==> src/rtl/sadc_pkg.sv <==
package sadc_pkg;
  typedef enum logic [2:0] {
    S_IDLE,
    S_WAITIDLE,
    S_SETUP,
    S_LOW,
    S_HIGH,
    S_WAITSHIFT,
    S_DONE
  } seq_state_t;
endpackage

==> src/rtl/sadc_sync.sv <==
module sadc_sync #(
  parameter int WIDTH  = 3,
  parameter int STAGES = 2
) (
  input  logic             clk,
  input  logic             rst,
  input  logic [WIDTH-1:0] d,
  output logic [WIDTH-1:0] q
);
  for (genvar b = 0; b < WIDTH; b++) begin : g_bit
    if (STAGES <= 1) begin : g_single
      logic stage;
      always_ff @(posedge clk) begin
        if (rst) stage <= 1'b0;
        else     stage <= d[b];
      end
      assign q[b] = stage;
    end else begin : g_chain
      logic [STAGES-1:0] chain;
      always_ff @(posedge clk) begin
        if (rst) chain <= '0;
        else     chain <= {chain[STAGES-2:0], d[b]};
      end
      assign q[b] = chain[STAGES-1];
    end
  end
endmodule

==> src/rtl/sadc_tick.sv <==
module sadc_tick #(
  parameter int DIV = 4
) (
  input  logic clk,
  input  logic rst,
  input  logic en,
  output logic tick
);
  localparam int CW = (DIV > 1) ? $clog2(DIV) : 1;
  logic [CW-1:0] cnt;

  always_ff @(posedge clk) begin
    if (rst || !en)                cnt <= '0;
    else if (cnt == CW'(DIV - 1))  cnt <= '0;
    else                           cnt <= cnt + 1'b1;
  end

  assign tick = en && (cnt == CW'(DIV - 1));
endmodule

==> src/rtl/sadc_timer.sv <==
module sadc_timer #(
  parameter int LIMIT = 100
) (
  input  logic clk,
  input  logic rst,
  input  logic clr,
  output logic done
);
  localparam int CW = $clog2(LIMIT + 1);
  logic [CW-1:0] cnt;

  assign done = (cnt == CW'(LIMIT));

  always_ff @(posedge clk) begin
    if (rst || clr) cnt <= '0;
    else if (!done) cnt <= cnt + 1'b1;
  end
endmodule

==> src/rtl/sadc_host.sv <==
module sadc_host
  import sadc_pkg::*;
#(
  parameter int MAX_W          = 16,
  parameter int DEF_LEN        = 13,
  parameter int DIV            = 4,
  parameter int SYNC_STAGES    = 2,
  parameter int PWRUP_CYCLES   = 50000,
  parameter int TIMEOUT_CYCLES = 100000,
  localparam int LEN_W         = $clog2(MAX_W + 1)
) (
  input  logic             clk,
  input  logic             rst,
  input  logic             cmd_valid,
  output logic             cmd_ready,
  input  logic [MAX_W-1:0] cmd_word,
  input  logic [LEN_W-1:0] cmd_len,
  input  logic             cmd_read_only,
  input  logic             pwr_down,
  output logic             pwr_ready,
  output logic             rsp_valid,
  output logic [MAX_W-1:0] rsp_data,
  output logic             rsp_invalid,
  output logic             err_timeout,
  output logic             adc_sel_n,
  output logic             adc_sck,
  output logic             adc_mosi,
  output logic             adc_read_only,
  output logic             adc_sleep,
  input  logic             adc_miso,
  input  logic             adc_idle,
  input  logic             adc_shift_done
);

  seq_state_t       st;
  logic [MAX_W-1:0] tx_sr, rx_sr, rsp_data_q;
  logic [LEN_W-1:0] cur_len, nxt_len, bit_cnt;
  logic             ro_q, inv_q, conv_pending, idle_low_seen;
  logic             sel_n_q, sck_q, mosi_q, ro_pin_q, sleep_q;
  logic             rsp_valid_q, rsp_inv_q, err_q, pwr_ready_q;
  logic             miso_s, idle_s, sdone_s;
  logic             tick, tick_en, to_clr, to_done, pu_done, idle_ok, accept;

  // Input synchronisers for the three converter status/data lines
  sadc_sync #(.WIDTH(3), .STAGES(SYNC_STAGES)) u_sync (
    .clk (clk),
    .rst (rst),
    .d   ({adc_miso, adc_idle, adc_shift_done}),
    .q   ({miso_s, idle_s, sdone_s})
  );

  // Half-period tick for the serial clock
  assign tick_en = (st == S_SETUP) || (st == S_LOW) || (st == S_HIGH);
  sadc_tick #(.DIV(DIV)) u_tick (
    .clk  (clk),
    .rst  (rst),
    .en   (tick_en),
    .tick (tick)
  );

  // Status wait timeout, cleared outside the two wait states
  assign to_clr = !((st == S_WAITIDLE) || (st == S_WAITSHIFT));
  sadc_timer #(.LIMIT(TIMEOUT_CYCLES)) u_tmo (
    .clk  (clk),
    .rst  (rst),
    .clr  (to_clr),
    .done (to_done)
  );

  // Wake-up delay, held at zero while the converter sleeps
  sadc_timer #(.LIMIT(PWRUP_CYCLES)) u_pwr (
    .clk  (clk),
    .rst  (rst),
    .clr  (sleep_q),
    .done (pu_done)
  );

  assign cmd_ready = (st == S_IDLE) && pwr_ready_q && !pwr_down;
  assign accept    = cmd_valid && cmd_ready;
  // After a programming sequence a full busy pulse must be observed
  assign idle_ok   = conv_pending ? (idle_low_seen && idle_s) : idle_s;

  always_ff @(posedge clk) begin
    if (rst) begin
      st            <= S_IDLE;
      tx_sr         <= '0;
      rx_sr         <= '0;
      rsp_data_q    <= '0;
      cur_len       <= LEN_W'(DEF_LEN);
      nxt_len       <= LEN_W'(DEF_LEN);
      bit_cnt       <= '0;
      ro_q          <= 1'b0;
      inv_q         <= 1'b0;
      conv_pending  <= 1'b0;
      idle_low_seen <= 1'b0;
      sel_n_q       <= 1'b1;
      sck_q         <= 1'b0;
      mosi_q        <= 1'b0;
      ro_pin_q      <= 1'b0;
      sleep_q       <= 1'b0;
      rsp_valid_q   <= 1'b0;
      rsp_inv_q     <= 1'b0;
      err_q         <= 1'b0;
      pwr_ready_q   <= 1'b0;
    end else begin
      rsp_valid_q <= 1'b0;
      err_q       <= 1'b0;
      pwr_ready_q <= pu_done && !sleep_q;
      if (conv_pending && !idle_s) idle_low_seen <= 1'b1;

      case (st)
        S_IDLE: begin
          if (pwr_down != sleep_q) begin
            sleep_q <= pwr_down;
          end else if (accept) begin
            tx_sr   <= cmd_word;
            ro_q    <= cmd_read_only;
            nxt_len <= cmd_len;
            rx_sr   <= '0;
            bit_cnt <= '0;
            inv_q   <= 1'b0;
            st      <= S_WAITIDLE;
          end
        end

        S_WAITIDLE: begin
          if (idle_ok || to_done) begin
            if (!idle_ok) begin
              err_q <= 1'b1;
              inv_q <= 1'b1;
            end
            conv_pending  <= 1'b0;
            idle_low_seen <= 1'b0;
            ro_pin_q      <= ro_q;
            mosi_q        <= !ro_q && tx_sr[MAX_W-1];
            tx_sr         <= {tx_sr[MAX_W-2:0], 1'b0};
            st            <= S_SETUP;
          end
        end

        S_SETUP: begin
          if (tick) begin
            sel_n_q <= 1'b0;
            st      <= S_LOW;
          end
        end

        S_LOW: begin
          if (tick) begin
            sck_q   <= 1'b1;
            rx_sr   <= {rx_sr[MAX_W-2:0], miso_s};
            bit_cnt <= bit_cnt + 1'b1;
            st      <= S_HIGH;
          end
        end

        S_HIGH: begin
          if (tick) begin
            sck_q <= 1'b0;
            if (bit_cnt == cur_len) begin
              st <= S_WAITSHIFT;
            end else begin
              mosi_q <= !ro_q && tx_sr[MAX_W-1];
              tx_sr  <= {tx_sr[MAX_W-2:0], 1'b0};
              st     <= S_LOW;
            end
          end
        end

        S_WAITSHIFT: begin
          if (sdone_s) begin
            st <= S_DONE;
          end else if (to_done) begin
            err_q <= 1'b1;
            inv_q <= 1'b1;
            st    <= S_DONE;
          end
        end

        S_DONE: begin
          sel_n_q     <= 1'b1;
          ro_pin_q    <= 1'b0;
          mosi_q      <= 1'b0;
          rsp_valid_q <= 1'b1;
          rsp_data_q  <= rx_sr;
          rsp_inv_q   <= inv_q;
          if (!ro_q) begin
            cur_len      <= nxt_len;
            conv_pending <= 1'b1;
          end
          st <= S_IDLE;
        end

        default: st <= S_IDLE;
      endcase
    end
  end

  assign pwr_ready     = pwr_ready_q;
  assign rsp_valid     = rsp_valid_q;
  assign rsp_data      = rsp_data_q;
  assign rsp_invalid   = rsp_inv_q;
  assign err_timeout   = err_q;
  assign adc_sel_n     = sel_n_q;
  assign adc_sck       = sck_q;
  assign adc_mosi      = mosi_q;
  assign adc_read_only = ro_pin_q;
  assign adc_sleep     = sleep_q;

  // Checker state: serial clock rising edges seen during the current select window
  logic             chk_sck_d;
  logic [LEN_W-1:0] chk_rises;
  always_ff @(posedge clk) begin
    if (rst) begin
      chk_sck_d <= 1'b0;
      chk_rises <= '0;
    end else begin
      chk_sck_d <= sck_q;
      if (sel_n_q)                 chk_rises <= '0;
      else if (sck_q && !chk_sck_d) chk_rises <= chk_rises + 1'b1;
    end
  end

  a_r3_select_with_sck_low: assert property (@(posedge clk) disable iff (rst)
    $fell(sel_n_q) |-> (!sck_q && !$past(sck_q)));

  a_r3_mosi_stable_on_rise: assert property (@(posedge clk) disable iff (rst)
    $rose(sck_q) |-> $stable(mosi_q));

  a_r4_pulse_count: assert property (@(posedge clk) disable iff (rst)
    $rose(sel_n_q) |-> (chk_rises == $past(cur_len)));

  a_r5_ro_line_hold: assert property (@(posedge clk) disable iff (rst)
    (!sel_n_q && $past(!sel_n_q)) |-> $stable(ro_pin_q));

  a_r7_no_start_busy: assert property (@(posedge clk) disable iff (rst)
    $fell(sel_n_q) |-> (idle_s || inv_q));

  a_r2_sleep_no_select: assert property (@(posedge clk) disable iff (rst)
    sleep_q |-> sel_n_q);

  a_r11_done_pulse: assert property (@(posedge clk) disable iff (rst)
    rsp_valid_q |=> !rsp_valid_q);

  a_r9_err_pulse: assert property (@(posedge clk) disable iff (rst)
    err_q |=> !err_q);

endmodule

==> config.mk <==
export PLATFORM = sky130hd
export DESIGN_NAME = sadc_host
export DESIGN_NICKNAME = d
export VERILOG_FILES = /design/src/rtl/sadc_pkg.sv /design/src/rtl/sadc_sync.sv /design/src/rtl/sadc_tick.sv /design/src/rtl/sadc_timer.sv /design/src/rtl/sadc_host.sv
export SDC_FILE = /design/constraint.sdc
export NUM_CORES = 1
export LEC_CHECK = 0
export BUFFER_PORTS_ARGS = -buffer_cell sky130_fd_sc_hd__buf_2
export CAP_MARGIN = 5
export CORE_MARGIN = 4
export CORE_UTILIZATION = 53
export CTS_CLUSTER_DIAMETER = 40
export DETAILED_ROUTE_END_ITERATION = 10
export PLACE_DENSITY = 0.76
export SLEW_MARGIN = 20
export SYNTH_ARGS = -nofsm -noshare
export SYNTH_HDL_FRONTEND = slang
export SYNTH_SLANG_ARGS = --single-unit
==> constraint.sdc <==
create_clock -name clk -period 2.3 [get_ports clk]
set_clock_uncertainty 0.2 [all_clocks]
set_input_delay 0.115 -clock clk [delete_from_list [all_inputs] [get_ports clk]]
set_output_delay 0.115 -clock clk [all_outputs]
set_load 0.02 [all_outputs]
Word-level counts from Yosys, hierarchy flattened. Cells that the tools add are included.

Reduce and logical (&&, ||, !) cells: 42. Bitwise logic cells: 2. Equal/unequal tests: 23. $add $sub $neg: 4. Muxes and demuxes: 54.

Operator list (number): 16-bit 2-to-1 mux (8); 16-bit case mux with 3 select lines (1); 16-bit case mux with 2 select lines (1); 3-bit 2-to-1 mux (9); 1-bit 2-to-1 mux (23); 2-bit != test (second input constant) (10); 3-bit case mux with 6 select lines (1); 17-bit by 1-bit adder with 17-bit output (second input constant) (1); 17-bit equality test (second input constant) (1); 16-bit by 1-bit adder with 16-bit output (second input constant) (1); 16-bit equality test (second input constant) (1); 5-bit 2-to-1 mux (3); 7-bit AND reduction (2); 1-bit case mux with 2 select lines (5); 5-bit case mux with 2 select lines (1); 3-bit equality test (second input constant) (3); 3-bit AND reduction (3); 3-bit nonzero test (3); 1-bit logical AND (8); 2-bit AND reduction (4); 4-bit AND reduction (2); 2-bit nonzero test (4); 1-bit logical OR (7); 3-bit by 2-bit equality test with 1-bit output (second input constant) (2); 14 further kinds (21).

Flip-flop bits (word level): 120. Input port bits: 29. Logic and storage cells: 151. Output and inout bits: 26.

Logic depth before layout (Yosys ltp). Gate-level depths: netlist of run 1.

Word-level depth: 7. Mapped depth: 8. Gate-level depth less buffers: 7.

By module. Synthesis of run 1 repeated with hierarchy kept, for this count alone.

Cell total of the unflattened synthesis: 603. Area, all modules: 5378.9 sq um.

Modules (own cells, without submodules): sadc_host (times used 1, cells each 393, seq. area each 1581.5 sq um, area an instance 3479.6 sq um); sadc_timer at u_tmo (times used 1, cells each 97, seq. area each 340.3 sq um, area an instance 850.8 sq um); sadc_timer at u_pwr (times used 1, cells each 92, seq. area each 320.3 sq um, area an instance 782.0 sq um); sadc_sync (times used 1, cells each 15, seq. area each 120.1 sq um, area an instance 180.2 sq um); sadc_tick (times used 1, cells each 6, seq. area each 40.0 sq um, area an instance 86.3 sq um).

Worst setup path after synthesis of run 1. Ideal clock, no wire load.

Path type: register to register. Start point: reg pwr_ready_q, in the netlist pwr_ready. End point: reg tx_sr[0]. Path slack: 0.111 ns. Stages on the path, launching flop included: 7. Path buffers: 1. Period minus slack after synthesis: 2.189 ns. Library setup time: 0.116 ns. Data arrival time: 1.872 ns. Required time: 1.984 ns. Cells stage by stage: dfxtp_1 > nor4bb_1 > nor2_1 > a2111oi_4 > buf_6 > a21oi_1 > a31o_2.

Cells in the longest elaborated chain, start to end: 5.

Ends and longest elaborated chain: start, declared (line sadc_host.sv:40) `logic rsp_valid_q, rsp_inv_q, err_q, pwr_ready_q;`; start signal, assigned (line sadc_host.sv:108) `pwr_ready_q <= pu_done && !sleep_q;`; 1-bit logical AND (2 in a row) (line sadc_host.sv:78) `assign cmd_ready = (st == S_IDLE) && pwr_ready_q && !pwr_down;`; 1-bit logical AND (line sadc_host.sv:79) `assign accept = cmd_valid && cmd_ready;`; 2-bit != test (no line); 6-bit AND reduction (no line); end signal, assigned (line sadc_host.sv:116) `tx_sr <= cmd_word;`; end signal, assigned (line sadc_host.sv:136) `tx_sr <= {tx_sr[MAX_W-2:0], 1'b0};`; end signal, assigned (line sadc_host.sv:164) `tx_sr <= {tx_sr[MAX_W-2:0], 1'b0};`; end, declared (line sadc_host.sv:36) `logic [MAX_W-1:0] tx_sr, rx_sr, rsp_data_q;`.

No other way between the ends. A chain may end at the register's enable or synchronous reset.

Worst setup path in the final report of run 1.
Start point: reg u_tmo.cnt[1]. End point: reg tx_sr[15].

Cells in the longest elaborated chain, start to end: 4.

Ends and longest elaborated chain: start, declared (line sadc_timer.sv:10) `logic [CW-1:0] cnt;`; start signal, assigned (line sadc_timer.sv:16) `else if (!done) cnt <= cnt + 1'b1;`; 17-bit equality test (line sadc_timer.sv:12) `assign done = (cnt == CW'(LIMIT));`; 1-bit logical OR (line sadc_host.sv:127) `if (idle_ok || to_done) begin`; 2-bit by 1-bit != test with 1-bit output (no line); 6-bit AND reduction (no line).

No other way between the ends.

==> results of run 1 <==
worst register-to-register path, cell delays in order, from the launching register on:
cell,delay [ps]
dfxtp_2,340
inv_2,60
ha_2,160
and4b_1,260
nand3_2,130
a2111oi_4,410
buf_6,180
clkbuf_16,150
a21oi_1,80
a311oi_2,240
cells in the final DEF, fill, tap and decap left out, drive strengths merged, types with 8 or more instances in the layout:
cell type	instances
xor2	17
a311oi	15
nor2b	12
dlygate4sd3	32
nand4	9
clkinv	8
dfxtp	120
mux2i	23
buf	76
nor2	59
clkbuf	19
nor3	8
nand3	30
nand2	76
or3	10
xnor2	15
inv	15
o21ai	14
a21oi	67
Yosys cell counts (3+ instances only):
master      n  share of area [%]
dfxtp_1   120                 46
nand2_1    76                5.4
a21oi_1    64                6.1
nor2_1     58                4.1
nand3_1    29                2.8
clkbuf_1   24                1.7
mux2i_1    23                4.4
xor2_1     17                2.8
inv_1      15                1.1
xnor2_1    15                2.5
a311oi_2   13                3.7
o21ai_0    13                1.2
nor2b_1    12                1.4
or3_1      10                1.2
nand4_1     9                1.1
nor3_1      8               0.76
nand2b_1    7               0.83
a211o_1     6                1.0
buf_2       6               0.57
ha_1        6                1.4
and2_1      4               0.48
and3_1      4               0.48
a21oi_2     3               0.50
buf_1       3               0.21
nor4bb_1    3               0.57
or2_2       3               0.36
final cells by class:
type,instances,share of cell area [%]
clock inverter,13,2.66
inverter,15,0.838
sequential,120,35.8
clock buffer,18,6.37
multi-input combinational,420,39.3
timing repair buffer,109,12.5
tap,133,2.48
power by group through the flow:
stage / sequential, mW / combinational [mW] / clock (mW)
2_1_floorplan: 2.26 / 0.555 / 0
3_3_place_gp: 2.27 / 0.655 / 0
5_1_grt: 2.25 / 0.897 / 2.84
6_report: 2.24 / 0.825 / 2.71
3_5_place_dp: 2.28 / 0.686 / 0
4_1_cts: 2.23 / 0.779 / 2.74
layer usage:
| metal | global-route usage, % | vias up | routed length [microns] |
|---|---|---|---|
| met3 | 4.86 | 12 | 463 |
| met5 | 0 | - | 0 |
| li1 | - | 2253 | - |
| met4 | 7.03 | 0 | 137 |
| met1 | 28.2 | 2128 | 5320 |
| met2 | 36.8 | 86 | 6110 |
state kept, by name, summed over array words and instances, names as in the netlist:
register / count
cur_len: 5
u_tmo.cnt: 17
rsp_invalid: 1
adc_sel_n: 1
inv_q: 1
st: 3
pwr_ready: 1
tx_sr: 16
u_sync.g_bit.g_chain.chain: 6
adc_sck: 1
adc_read_only: 1
nxt_len: 5
rx_sr: 16
ro_q: 1
adc_sleep: 1
idle_low_seen: 1
bit_cnt: 5
err_timeout: 1
conv_pending: 1
rsp_valid: 1
rsp_data: 16
u_tick.cnt: 2
u_pwr.cnt: 16
adc_mosi: 1
timing repair:
action                                 4_1_cts  5_1_grt
gates cloned                                 1        1
endpoints found under the hold margin       68        0
pin swaps                                    1        8
setup endpoints to repair                   11       24
resized for setup                            1       10
hold buffers                                32        0
buffers inserted                             0        4
cells by family after synthesis:
kind of cell / count (synthesis) / synth area share (%)
simple gates: 239 / 22.4
fa+ha+maj: 6 / 1.43
compound gates: 119 / 16.2
flops: 120 / 45.8
xor+xnor: 32 / 5.34
mux: 24 / 4.60
buf+inv: 52 / 4.24
worst max-delay path by stage:
stage                 startpoint         to  slack (ps)
floorplan              pwr_ready   tx_sr[0]         110
global placement    u_tmo.cnt[1]  tx_sr[11]         120
detailed placement  u_tmo.cnt[1]  tx_sr[11]          -5
CTS                 u_tmo.cnt[1]  tx_sr[11]          20
global route        u_tmo.cnt[0]  tx_sr[15]         -50
finish              u_tmo.cnt[1]  tx_sr[15]          20
==> flow_summary.yaml, run 1 <==
synth:
  async_reset_ff_share_pct: 0
  synth_nets: 627
  ys_seq_area_share_pct: 45.8
  synth_ff_type: "dfxtp_1"
  synth_edf_count: 0
  yosys_warnings: 0
  synth.distinct_cells: 60
  syn_area_sq_mm: 0.00525
  netlist_instances: 592
  avgSynthCellArea_sq_um: 8.87
  ys_ff_latch: 120
worst_setup_path:
  slowest_stage: "a2111oi_4"
  worstReg2RegStart: "u_tmo.cnt[1]"
  ff2ff_setup_slack_ps: 20
  setup.worst_path.class: "register to register"
  critPathBufInv: 3
  endpoint_kind: "register"
  cp_data_required_time_ps: 2510
  path_cells: "inv_2 > ha_2 > and4b_1 > nand3_2 > a2111oi_4 > buf_6 > clkbuf_16 > a21oi_1 > a311oi_2"
  cp-start-kind: "register"
  slowest_delay_ps: 410
  r2r-end: "tx_sr[15]"
  cp_max_fo: 8
  path_depth: 9
  rr_worst_depth: 9
  arrival_ps: 2490
  crit_family: "compound AO/OA/AOI/OAI gates"
final_layout:
  multi_input_area_sq_mm: 0.00264
  final_nets: 718
  seq_area_sq_mm: 0.00240
  area_growth_pct: 28.0
  design_area_sq_mm: 0.00672
  finish.utilization_pct: 69.1
  diodes: 0
  fillers: 761
  fin_cells: 828
  layout-drive-gt1-share_pct: 20.9
pwr:
  power_mw: 5.77
  combPwrFrac_pct: 14.3
  p_leak_nw: 2.47
  pwr-share-clk_pct: 46.9
  vdd_drop_max_mv: 0.448
  power_switching_share_pct: 24.6
  power.density_mw_per_mm2: 859
  power.internal_mw: 4.35
  p_sw_mw: 1.42
  seqPwrFrac_pct: 38.8
timing:
  max_slew.worst_pin.slew_ps: 698
  fin_crit_sh_pct: 98.9
  finalHoldViolations: 0
  timing.final.ws_setup_ps: 24.6
  setup_viol: 0
  finalCriticalPeriod_ps: 2280
  finalSetupTns_ps: 0
  timing.hold.ws_ps: 166
  relSlewSlack_pct: 53.5
  final-max-slew-violation-count: 0
  fmax_mhz: 439
cts:
  cts_buffers: 17
  h-tree-depth: 4
  cts-root-buf: "clkbuf_8"
  clockBufferDepth: 2
  path_clk_slew_ps: 60
  insertion_delay_ps: 510
  cts_sinks: 120
  cts_tree: "done"
die:
  die_w_microns: 108
  die_h_microns: 108
  io_pins: 55
  start_util_pct: 54.0
  die-area_sq_mm: 0.0116
  coreArea_sq_mm: 0.00973
  num_rows: 36
run_status:
  outcome: "finished, final reports clean"
grt:
  grtUsageTotal_pct: 22.0
  grt_start_max_net_pins: 85
  grt_overflow: 0
  grt_first_pass_wirelength_mm: 20.9
  grt_pass1_vias: 4467
  antenna_found_initial: 0
drt:
  routed_wl_mm: 12.0
  postRouteAntennaNets: 0
  drc: 0
  via_count: 4479
  wl_per_cell_microns: 14.5
  first_iter_violations: 262
  dr.pass1.iters: 5
  vias_per_cell: 5.41
flow_run:
  cap_violations: 0
worst_hold_path:
  hp-start: "cmd_read_only"
  hp-class: "primary input to register"
  worstHoldPathCells: 4
  hold_end: "ro_q"
placed_design:
  place_inst: 759
  io_buffers: 54
  gp_congestion: 0.837
  placed_cell_area_sq_mm: 0.00569
  dp_hpwl_mm: 7.35
  dp_slack_ps: -5.22
Note: power is estimated with default switching activity, not from simulation.
==> run 2: changes to the inputs <==
--- a/config.mk
+++ b/config.mk
@@ -11,6 +11,7 @@
 export CORE_UTILIZATION = 53
 export CTS_CLUSTER_DIAMETER = 40
 export DETAILED_ROUTE_END_ITERATION = 10
+export MAX_ROUTING_LAYER = met4
 export PLACE_DENSITY = 0.76
 export SLEW_MARGIN = 20
 export SYNTH_ARGS = -nofsm -noshare
==> flow_summary.yaml, run 2 (same netlist as run 1, synthesis figures left out) <==
cts:
  insertion_delay_ps: 510
  cts_buffers: 17
  cts-root-buf: "clkbuf_8"
  cts_sinks: 120
  clockBufferDepth: 2
  path_clk_slew_ps: 60
  h-tree-depth: 4
  cts_tree: "done"
final_layout:
  max_flop_register: "u_tmo.cnt"
  design_area_sq_mm: 0.00670
  largest_reg_flops: 17
  area_growth_pct: 27.6
  fillers: 764
  final_nets: 716
  layout-drive-gt1-share_pct: 20.8
  fin_cells: 826
  finish.utilization_pct: 68.9
  final_cell_mix: "118 x dfxtp_1, 76 x nand2_1, 63 x a21oi_1"
  layout_commonest_cell: "dfxtp_1"
  diodes: 0
die:
  coreArea_sq_mm: 0.00973
  start_util_pct: 54.0
  die_w_microns: 108
  die_h_microns: 108
  num_rows: 36
  die-area_sq_mm: 0.0116
  io_pins: 55
grt:
  grt_first_pass_wirelength_mm: 19.6
  grt_pass1_vias: 4379
  antenna_found_initial: 0
  grtUsageTotal_pct: 21.3
  grt_start_max_net_pins: 85
  grt_overflow: 0
placed_design:
  gp_congestion: 0.865
  placed_cell_area_sq_mm: 0.00568
  dp_slack_ps: 25.1
  io_buffers: 54
  dp_hpwl_mm: 7.09
  place_inst: 758
worst_setup_path:
  arrival_ps: 2490
  setup.worst_path.class: "register to register"
  endpoint_kind: "register"
  cp-start-kind: "register"
  cp_data_required_time_ps: 2510
  cp_max_fo: 8
timing:
  timing.hold.ws_ps: 165
  max_slew.worst_pin.slew_ps: 664
  final-max-slew-violation-count: 0
  fmax_mhz: 438
  finalSetupTns_ps: 0
  fin_crit_sh_pct: 99.2
  finalCriticalPeriod_ps: 2280
  setup_viol: 0
  relSlewSlack_pct: 55.7
  finalHoldViolations: 0
  timing.final.ws_setup_ps: 18.4
pwr:
  vdd_drop_max_mv: 0.490
  power_mw: 5.67
  power.density_mw_per_mm2: 846
  p_leak_nw: 2.43
drt:
  via_count: 4486
  routed_wl_mm: 11.8
  wl_per_cell_microns: 14.3
  postRouteAntennaNets: 0
  vias_per_cell: 5.43
  drc: 0
  first_iter_violations: 263
  dr.pass1.iters: 6
run_status:
  outcome: "finished, final reports clean"
flow_run:
  cap_violations: 0
worst_hold_path:
  hp-class: "primary input to register"
## run 2: timing repair
action | 4_1_cts | 5_1_grt
endpoints found under the hold margin | 68 | 0
gates cloned | 0 | 2
endpoints found under the setup margin | 13 | 22
pin swaps | 1 | 3
resized for setup | 0 | 13
buffers inserted | 0 | 3
hold buffers | 32 | 0
## run 2: power breakdown
part           switching, mW  internal, mW  leakage, nW  total [mW]
registers             0.0658          2.17        0.971        2.24
clock network          0.934          1.66        0.279        2.60
logic                  0.430         0.399         1.18       0.829
## run 2: critical path, cell delays in order (launching register included)
cell and delay (ps):
dfxtp_1 370, nor3_1 400, nand3_4 160, a2111oi_4 360
buf_4 210, clkbuf_16 160, a21oi_1 80, a311oi_2 260
## run 2: cell type report
type	count	area [sq um]	share of cell area (%)
Timing Repair Buffer	107	821	12.3
Inverter	15	56.3	0.840
Clock buffer	18	428	6.39
Clock inverter	13	154	2.30
Multi-Input combinational cell	420	2670	39.8
Sequential cell	120	2410	35.9
Tap cell	133	166	2.48
## run 2: final timing paths
path                            depth (start not counted)  slack [ps]       endpoint          start
worst min register to register                          1         230  u_tick.cnt[0]  u_tick.cnt[0]
worst max-delay path                                    7          20      tx_sr[15]   u_tmo.cnt[3]
worst min-delay path                                    4         170           ro_q  cmd_read_only
worst max register to register                          7          20      tx_sr[15]   u_tmo.cnt[3]
## run 2: routing by layer
metal | GRT usage (%) | routed length, microns | up-vias
li1 | - | - | 2246
met1 | 25.6 | 5230 | 2092
met2 | 34.4 | 5770 | 130
met3 | 5.70 | 633 | 18
met4 | 8.03 | 184 | 0
met5 | - | 0 | -
==> run 3: changes to the inputs <==
--- a/config.mk
+++ b/config.mk
@@ -7,12 +7,14 @@
 export LEC_CHECK = 0
 export BUFFER_PORTS_ARGS = -buffer_cell sky130_fd_sc_hd__buf_2
 export CAP_MARGIN = 5
+export CORE_ASPECT_RATIO = 0.75
 export CORE_MARGIN = 4
-export CORE_UTILIZATION = 53
+export CORE_UTILIZATION = 55
+export CTS_BUF_LIST = sky130_fd_sc_hd__clkbuf_8
 export CTS_CLUSTER_DIAMETER = 40
 export DETAILED_ROUTE_END_ITERATION = 10
 export MAX_ROUTING_LAYER = met4
-export PLACE_DENSITY = 0.76
+export PLACE_DENSITY = 0.78
 export SLEW_MARGIN = 20
 export SYNTH_ARGS = -nofsm -noshare
 export SYNTH_HDL_FRONTEND = slang
==> constraint.sdc (replaced) <==
create_clock -name clk -period 2.3 [get_ports clk]
set_clock_uncertainty 0.2 [all_clocks]
set_input_delay 0.69 -clock clk [delete_from_list [all_inputs] [get_ports clk]]
set_output_delay 0.69 -clock clk [all_outputs]
set_load 0.02 [all_outputs]
==> flow_summary.yaml, run 3 (same netlist as run 1, synthesis figures left out) <==
pwr:
  seqPwrFrac_pct: 44.0
  p_leak_nw: 2.35
  p_sw_mw: 1.35
  vdd_drop_max_mv: 0.411
  power_switching_share_pct: 26.5
  combPwrFrac_pct: 16.7
  pwr-share-clk_pct: 39.3
  power.internal_mw: 3.74
  power.density_mw_per_mm2: 798
grt:
  grt_overflow: 0
  grtUsageTotal_pct: 22.3
  antenna_found_initial: 0
  grt_start_max_net_pins: 48
  grt_pass1_vias: 4194
  grt_first_pass_wirelength_mm: 19.6
cts:
  h-tree-depth: 4
  cts-root-buf: "clkbuf_8"
  cts_sinks: 120
  clockBufferDepth: 2
  insertion_delay_ps: 430
  ctsHoldBuffers: 0
  path_clk_slew_ps: 70
  cts_tree: "done"
  cts_buffers: 17
worst_setup_path:
  cp_max_fo: 4
  cp-startpoint: "st[1]"
  setup.worst_path.class: "register to output pin"
  path_cells: "or3_4 > nor3b_4 > buf_6"
  rr_worst_depth: 9
  arrival_ps: 1510
  r2r-end: "tx_sr[9]"
  cp_data_required_time_ps: 1410
  slowest_stage: "or3_4"
  ff2ff_setup_slack_ps: 20
  endpoint_kind: "output pin"
  cp-start-kind: "register"
  worstReg2RegStart: "u_tmo.cnt[0]"
  slowest_delay_ps: 390
  worstSetupEndpoint: "cmd_ready"
final_layout:
  area_growth_pct: 21.5
  final_cell_mix: "116 x dfxtp_1, 76 x nand2_1, 62 x a21oi_1"
  max_flop_register: "u_tmo.cnt"
  largest_reg_flops: 17
  fin_cells: 809
  final_nets: 703
  finish.utilization_pct: 69.6
  layout-drive-gt1-share_pct: 24.2
  diodes: 0
  layout_commonest_cell: "dfxtp_1"
timing:
  fin_crit_sh_pct: 105
  final-max-slew-violation-count: 0
  setup_viol: 1
  max_slew.worst_pin.slew_ps: 566
  finalCriticalPeriod_ps: 2400
  fmax_mhz: 416
  finalHoldViolations: 0
  timing.final.ws_setup_ps: -104
  relSlewSlack_pct: 62.0
  rsz0062_at_grt: "true"
run_status:
  outcome: "finished, violations left"
  violations: "negative setup slack"
flow_run:
  cap_violations: 0
placed_design:
  io_buffers: 54
  place_inst: 762
  gp_congestion: 0.822
  dp_hpwl_mm: 7.76
  dp_slack_ps: -111
die:
  die_w_microns: 121
  die-area_sq_mm: 0.0112
  io_pins: 55
  start_util_pct: 57.3
  die_h_microns: 92.6
  coreArea_sq_mm: 0.00916
  num_rows: 30
drt:
  via_count: 4528
  wl_met1_mm: 5.48
  dr.pass1.iters: 7
  wl_met3_microns: 647
  routed_wl_mm: 12.3
  postRouteAntennaNets: 0
  highest_layer: "met4"
  drc: 0
  routed-wl-met2_mm: 5.87
  wl_per_cell_microns: 15.2
  first_iter_violations: 365
  vias_per_cell: 5.60
worst_hold_path:
  hp-class: "register to register"
run 3: repair_timing:
item | 4_1_cts | 5_1_grt
cloned | 1 | 1
endpoints found under the hold margin | 0 | 0
pin swaps | 3 | 6
endpoints found under the setup margin | 2 | 18
setup buffers | 3 | 10
resized for setup | 8 | 10
run 3: power by group through the flow:
stage | Combinational [mW] | Clock (mW) | Sequential (mW)
floorplan | 0.554 | 0 | 2.26
global placement | 0.685 | 0 | 2.27
detailed placement | 0.720 | 0 | 2.27
CTS | 0.784 | 2.03 | 2.23
global route | 0.914 | 2.12 | 2.24
finish | 0.850 | 2.00 | 2.24
run 3: area by class of cell:
cell class | count | area [sq um]
clock buffer | 17 | 234
clock inverter | 15 | 185
fill | 714 | 2780
inverter | 15 | 56.3
multi-input combinational | 420 | 2670
sequential | 120 | 2410
tap | 128 | 160
timing repair buffer | 94 | 662
run 3: metrics by stage:
step	setup TNS [ps]	hold WS (ps)	cell area, sq um	power, mW
2_1_floorplan	0	197	5260	2.82
3_3_place_gp	-147	206	5760	2.96
3_5_place_dp	-1100	228	5760	2.99
4_1_cts	-114	244	6260	5.04
5_1_grt	-407	254	6380	5.28
6_report	-104	245	6380	5.09
run 3: worst min-delay path by stage:
| stage | depth (start not counted) | startpoint | slack, ps | end |
|---|---|---|---|---|
| final | 1 | u_tick.cnt[0] | 240 | u_tick.cnt[0] |
| after global placement | 1 | u_tick.cnt[0] | 210 | u_tick.cnt[0] |
| after global routing | 2 | adc_idle | 250 | u_sync.g_bit[1].g_chain.chain[0] |
| after floorplan | 1 | u_tick.cnt[0] | 200 | u_tick.cnt[0] |
| after CTS | 2 | adc_shift_done | 240 | u_sync.g_bit[0].g_chain.chain[0] |
| after detailed placement | 1 | u_sync.g_bit[1].g_chain.chain[0] | 230 | u_sync.g_bit[1].g_chain.chain[1] |
run 3: worst max-delay path, delay by kind of cell, from the launching register on:
family | cells | cell delay (ps)
flops | 1 | 340
simple gates | 2 | 600
buf+inv | 1 | 150
run 3: metal layers:
| layer | GRT usage (%) | vias to the layer above |
|---|---|---|
| met5 | - | - |
| met4 | 7.92 | 0 |
| met3 | 5.86 | 27 |
| met2 | 34.4 | 132 |
| met1 | 28.4 | 2158 |
| li1 | - | 2211 |
